## src/rtl/fpx_trap_seq.sv

```systemverilog
module fpx_trap_seq (
  input  logic       clk,
  input  logic       rst_n,
  input  logic       start,
  input  logic [2:0] pre_cond,
  input  logic [2:0] pre_mask,
  input  logic [2:0] post_cond,
  input  logic [2:0] post_mask,
  input  logic       os_trap_en,
  input  logic       handler_done,
  output logic       busy,
  output logic       trap_req,
  output logic       trap_kind,
  output logic       flag_set,
  output logic [5:0] flag_bits,
  output logic       commit
);
  typedef enum logic [2:0] {
    S_IDLE, S_PRE_CHK, S_PRE_WAIT, S_POST_CHK, S_POST_WAIT, S_COMMIT
  } state_t;

  state_t state, nxt;

  logic       pre_hit, post_hit;
  logic [2:0] post_rep;

  assign pre_hit  = |(pre_cond & ~pre_mask);
  assign post_hit = |(post_cond & ~post_mask);
  // masked underflow is only reported when accompanied by inexact
  assign post_rep = {post_cond[2],
                     post_cond[1] & (post_cond[2] | ~post_mask[1]),
                     post_cond[0]};

  always_comb begin
    nxt = state;
    case (state)
      S_IDLE:      if (start) nxt = S_PRE_CHK;
      S_PRE_CHK:   nxt = pre_hit ? S_PRE_WAIT : S_POST_CHK;
      S_PRE_WAIT:  if (handler_done) nxt = S_POST_CHK;
      S_POST_CHK:  nxt = post_hit ? S_POST_WAIT : S_COMMIT;
      S_POST_WAIT: if (handler_done) nxt = S_COMMIT;
      S_COMMIT:    nxt = S_IDLE;
      default:     nxt = S_IDLE;
    endcase
  end

  always_ff @(posedge clk) begin
    if (!rst_n) state <= S_IDLE;
    else        state <= nxt;
  end

  assign busy      = (state != S_IDLE);
  assign flag_set  = (state == S_PRE_CHK) || (state == S_POST_CHK);
  assign flag_bits = (state == S_PRE_CHK)  ? {3'b000, pre_cond} :
                     (state == S_POST_CHK) ? {post_rep, 3'b000} : 6'b0;
  assign trap_req  = ((state == S_PRE_CHK) && pre_hit) ||
                     ((state == S_POST_CHK) && post_hit);
  assign trap_kind = trap_req & ~os_trap_en;
  assign commit    = (state == S_COMMIT);

  AST_TRAP_ONE_CYCLE: assert property (@(posedge clk) disable iff (!rst_n)
    trap_req |=> !trap_req);
  AST_TRAP_HAS_FLAGS: assert property (@(posedge clk) disable iff (!rst_n)
    trap_req |-> flag_set);
  AST_TRAP_KIND: assert property (@(posedge clk) disable iff (!rst_n)
    trap_req |-> (trap_kind == !os_trap_en));
  AST_POST_TRAP_WAITS: assert property (@(posedge clk) disable iff (!rst_n)
    (trap_req && flag_bits[2:0] == 3'b000) |=> !commit);
  AST_COMMIT_ENDS: assert property (@(posedge clk) disable iff (!rst_n)
    commit |=> (!busy && !commit));
  AST_COMMIT_BUSY: assert property (@(posedge clk) disable iff (!rst_n)
    commit |-> (busy && !trap_req && !flag_set));
  AST_START_BUSY: assert property (@(posedge clk) disable iff (!rst_n)
    (!busy && start) |=> (busy && flag_set));
endmodule

```

## config.mk

```make
export PLATFORM = sky130hd
export DESIGN_NAME = fpx_trap_seq
export DESIGN_NICKNAME = d
export VERILOG_FILES = /design/src/rtl/fpx_trap_seq.sv
export SDC_FILE = /design/constraint.sdc
export NUM_CORES = 1
export LEC_CHECK = 0
export BUFFER_PORTS_ARGS = -buffer_cell sky130_fd_sc_hd__buf_2
export CAP_MARGIN = 25
export CORE_AREA = 2 2 39 41
export CTS_BUF_LIST = sky130_fd_sc_hd__clkbuf_8
export DETAILED_ROUTE_END_ITERATION = 10
export DIE_AREA = 0 0 41 43
export HOLD_SLACK_MARGIN = 0.06
export PLACE_DENSITY = 0.53
export SYNTH_ARGS = -nofsm -noshare
export SYNTH_HDL_FRONTEND = slang
export SYNTH_SLANG_ARGS = --single-unit
```

## constraint.sdc

```tcl
create_clock -name clk -period 2.2 [get_ports clk]
set_input_delay 0.44 -clock clk [delete_from_list [all_inputs] [get_ports clk]]
set_output_delay 0.44 -clock clk [all_outputs]
set_load 0.005 [all_outputs]
```

==> flow_summary.json, run 1 <==
{
  "hold_path.class": "primary input to flop",
  "avgSynthCellArea_um2": 8.01,
  "slew-limit-headroom": 0.838,
  "synth_seq_cells": 3,
  "antenna_cells": 0,
  "gr-total-overflow": 0,
  "vias_per_cell": 4.37,
  "whs_ns": 0.481,
  "synth_nets": 54,
  "dpl_cell_area_um2": 455,
  "first_pass_iters": 4,
  "wl_per_cell_um": 9.76,
  "rsz0062_at_grt": "false",
  "finish.utilization": 0.362,
  "die_x_um": 41,
  "ios": 28,
  "end_kind": "primary output",
  "yosysWarningCount": 0,
  "synth_area_um2": 297,
  "cts_max_level": 1,
  "start_kind": "primary input",
  "numCtsBuffers": 3,
  "cts_buffer_depth": 2,
  "drive_gt1_frac": 0.529,
  "clkLatencyLatePin_ns": 0.22,
  "outcome": "completed",
  "drv_slew": 0,
  "worstPathArrival_ns": 1.58,
  "port_buffers": 27,
  "power_density_nw_per_um2": 804,
  "n_fill_cell": 154,
  "grt_max_degree": 12,
  "cp.required_ns": 1.76,
  "hold_viol": 0,
  "p_leak_uw": 0.000275,
  "design_area_um2": 500,
  "antenna_found_initial": 0,
  "cts_root_buf": "clkbuf_8",
  "maxCapViolations": 0,
  "cts-resized-gates": 0,
  "max_freq_mhz": 496,
  "fin_crit_sh": 0.917,
  "fin_crit_ns": 2.02,
  "area_growth_pct": 68.8,
  "rows": 14,
  "grt_pass1_wl_um": 1280,
  "setup_slack_ns": 0.183,
  "largest_reg_flops": 3,
  "cts_tree": "done",
  "place_ws_ns": 0.177,
  "skew_ns": 0.00265,
  "drt_iter0_markers": 11,
  "hpwl_um": 631,
  "grt_util_all_layers": 0.106,
  "reg_top3": "state x3",
  "drc_errors": 0,
  "worstMarginPinSlew_ns": 0.242,
  "synth_cell_types": 26,
  "die_h_um": 43,
  "drt-total-wl_um": 820,
  "ys_seq_area_frac": 0.203,
  "critical_path_class": "primary input to primary output",
  "fin_setup_tns_ns": 0,
  "gp_congestion": 0.671,
  "post_cts_buffers": 0,
  "final_net_count": 86,
  "setup-violations-final": 0,
  "ant_nets": 0,
  "top_register": "state",
  "start_util": 0.214,
  "core-area_um2": 1380,
  "syn_inst": 37,
  "grt_pass1_vias": 319,
  "path_clk_slew_ns": 0.03,
  "clock-sinks": 3,
  "cts_hold_buf": 0,
  "via_count": 367,
  "ir_worst_vdd_mv": 0.241,
  "die_area_um2": 1760,
  "crit_fanout": 2
}
==> layout by cell type, fill, tap and decap left out, types with 2 or more instances in the layout <==
cell type / synthesis / final
dfxtp_1: 3 / 3
nand2b_1: 3 / 3
buf_2: 0 / 27
inv_1: 2 / 3
clkbuf_8: 0 / 3
and2_1: 2 / 2
nor2b_1: 3 / 3
nor2b_4: 2 / 2
nand2_1: 3 / 3
==> worst paths after layout <==
check | end | startpoint | slack [ns] | depth (start not counted)
worst max register to register | state[0] | state[2] | 1.04 | 2
worst max-delay path | trap_kind | pre_cond[2] | 0.18 | 6
worst min register to register | state[1] | state[2] | 0.55 | 1
worst min-delay path | state[0] | rst_n | 0.48 | 2
==> per-stage QoR <==
step	total power (uW)	instances
final	403	84
after floorplan	176	37
after detailed placement	243	80
after CTS	407	84
after global placement	244	80
after global routing	431	84
==> kinds of logic after synthesis <==
group,Yosys count,synth area share
flops,3,0.203
compound gates,5,0.131
simple gates,25,0.599
buf+inv,3,0.0380
xor+xnor,1,0.0295
==> area by class of cell <==
type | instances | area, um2 | area share
Tap cell | 16 | 20.0 | 0.0400
Timing Repair Buffer | 28 | 143 | 0.285
Sequential cell | 3 | 60.1 | 0.120
Clock buffer | 3 | 41.3 | 0.0825
Inverter | 2 | 7.51 | 0.0150
Multi-Input combinational cell | 31 | 225 | 0.450
Clock inverter | 1 | 3.75 | 0.00750
==> power breakdown <==
group          total [uW]  leakage, uW  internal, uW  switching, uW
registers            80.5    0.0000247          67.1           13.5
logic                 161     0.000224          91.5           69.8
clock network         161    0.0000269           119           41.6
==> routing by layer <==
layer	vias up	GRT usage	share of wire
met5	-	0	0
met4	0	0.0800	0
met3	0	0.0314	0.072
met2	13	0.147	0.47
met1	162	0.131	0.45
li1	192	-	-
==> critical path: stages <==
cell     delay, ns
buf_2         0.10
nor2b_4       0.11
or4_4         0.51
and3_4        0.19
nor2b_4       0.11
buf_2         0.11
==> synthesized netlist by cell type (all sizes together) <==
cell type	instances	area (um2)
o311a	1	10.0
and2	3	20.0
a21boi	1	7.51
nand3	1	5.00
and3b	1	8.76
nor3	1	5.00
nor3b	1	7.51
or3	1	6.26
inv	2	7.51
nor2b	5	46.3
nor2	1	3.75
clkbuf	1	3.75
or4	1	11.3
or3b	1	8.76
nand2b	3	18.8
a21oi	1	5.00
o2111ai	1	8.76
nand2	3	11.3
and3	2	17.5
and2b	1	7.51
dfxtp	3	60.1
a211oi	1	7.51
xnor2	1	8.76
Note: power is estimated with default switching activity, not from simulation.
==> run 2, diff against run 1 <==
SETUP_SLACK_MARGIN = 0.4   (was not set)
==> run 2 against run 1 <==
Against the previous run: flip-flop and latch count unchanged; via count down 0.27%; first-iteration DRC count down 55%; sequential power up 1%; count of clock-buffer cells in the layout unchanged; clock power about the same; critical path type unchanged; critical endpoint unchanged; largest cell class unchanged; highest routed layer unchanged.
==> flow_summary.json, run 2 (synthesis gave the netlist of run 1 again) <==
{
  "gp_congestion": 0.671,
  "antenna_cells": 0,
  "slew-limit-headroom": 0.839,
  "grt_pass1_vias": 316,
  "reg_top3": "state x3",
  "busiest_layer": "met2",
  "rrSetupSlack_ns": 0.99,
  "cp.required_ns": 1.76,
  "r2r_start": "state[2]",
  "crit_fanout": 2,
  "worstHoldStart": "state[2]",
  "min_to": "state[1]",
  "cts_buffer_depth": 2,
  "fin_crit_ns": 1.97,
  "slowest_stage": "or4_4",
  "top_register": "state",
  "drt-total-wl_um": 852,
  "outcome": "completed",
  "met3_usage": 0.0314,
  "area_growth_pct": 80.6,
  "largest_reg_flops": 3,
  "finish.utilization": 0.387,
  "cts_max_level": 1,
  "grt_max_degree": 12,
  "cp_cell_sequence": "buf_6 -> nor2b_4 -> or4_4 -> and3_4 -> nor2b_4 -> buf_6",
  "core-area_um2": 1380,
  "path_clk_slew_ns": 0.03,
  "setup-violations-final": 0,
  "grt_util_all_layers": 0.106,
  "final_net_count": 87,
  "r2r.worst_path.cells": 3,
  "max_freq_mhz": 508,
  "gr-total-overflow": 0,
  "cts_tree": "done",
  "ir_worst_vdd_mv": 0.248,
  "die_h_um": 43,
  "p_leak_uw": 0.000287,
  "grt_pass1_wl_um": 1280,
  "ios": 28,
  "final_common_cell": "buf_2",
  "numCtsBuffers": 3,
  "met1_usage": 0.131,
  "ant_nets": 0,
  "start_util": 0.214,
  "maxCapViolations": 0,
  "start_kind": "primary input",
  "min_path_cells": 1,
  "wl_per_cell_um": 10.0,
  "rows": 14,
  "skew_ns": 0.00184,
  "fin_setup_tns_ns": 0,
  "hold_path.class": "flop to flop",
  "reg2reg_to": "state[0]",
  "power_density_nw_per_um2": 779,
  "clock-sinks": 3,
  "grt_use_met2": 0.147,
  "first_pass_iters": 4,
  "cts_root_buf": "clkbuf_8",
  "worstMarginPinSlew_ns": 0.241,
  "critical_path_class": "primary input to primary output",
  "worstPathArrival_ns": 1.53,
  "hpwl_um": 631,
  "whs_ns": 0.462,
  "fin_crit_sh": 0.895,
  "slowest_delay_ns": 0.51,
  "via_count": 366,
  "drc_errors": 0,
  "antenna_found_initial": 0,
  "port_buffers": 27,
  "rsz0062_at_grt": "true",
  "drv_slew": 0,
  "drive_gt1_frac": 0.594,
  "clkLatencyLatePin_ns": 0.22,
  "die_area_um2": 1760,
  "vias_per_cell": 4.31,
  "n_fill_cell": 151,
  "hold_viol": 0,
  "drt_iter0_markers": 5,
  "die_x_um": 41,
  "end_kind": "primary output"
}
run 2: cell count changes in the layout (fill, tap and decap cells not counted), sizes merged:
cell  before  now
buf       28   29
run 2: how the worst max path moves through the flow:
stage | start | endpoint | cells after the start
6_report | pre_cond[2] | trap_kind | 6
5_1_grt | pre_cond[2] | trap_kind | 6
4_1_cts | pre_cond[1] | trap_kind | 6
3_5_place_dp | pre_cond[2] | trap_kind | 6
3_3_place_gp | pre_cond[2] | trap_kind | 6
2_1_floorplan | pre_cond[2] | trap_kind | 4
run 2: final cells by class:
type	instances	area, um2	area share
Inverter	2	7.51	0.0140
Sequential cell	3	65.1	0.121
Clock buffer	3	41.3	0.0771
Clock inverter	1	3.75	0.00701
Tap cell	16	20.0	0.0374
Multi-Input combinational cell	31	229	0.428
Timing Repair Buffer	29	169	0.315
run 2: critical path: cells and delay by family:
| family | cells | cell delay [ns] |
|---|---|---|
| buffers and inverters | 2 | 0.19 |
| and+or+nand+nor | 4 | 0.90 |
run 2: repair_timing:
item,4_1_cts,5_1_grt
setup endpoints to repair,5,6
resized for setup,3,5
pin swaps,1,2
hold buffers,0,0
endpoints found under the hold margin,0,0
buffers inserted,0,1
run 2: per-stage QoR:
step                instances  total power (uW)  area, um2  setup WS [ns]
global route               85               449        536          0.202
global placement           80               244        455          0.189
CTS                        84               410        509          0.181
floorplan                  37               176        297          0.408
detailed placement         80               243        455          0.177
finish                     85               417        536          0.230
run 2: per-layer routing:
layer,routed length (um),vias up
met3,59,0
met1,378,160
li1,-,193
met2,413,13
met4,0,0
met5,0,-
run 2: power breakdown:
part,internal (uW),switching (uW),leakage [uW]
registers,68.3,13.4,0.0000257
clock network,119,39.4,0.0000269
logic,105,72.6,0.000234
total,292,125,0.000287
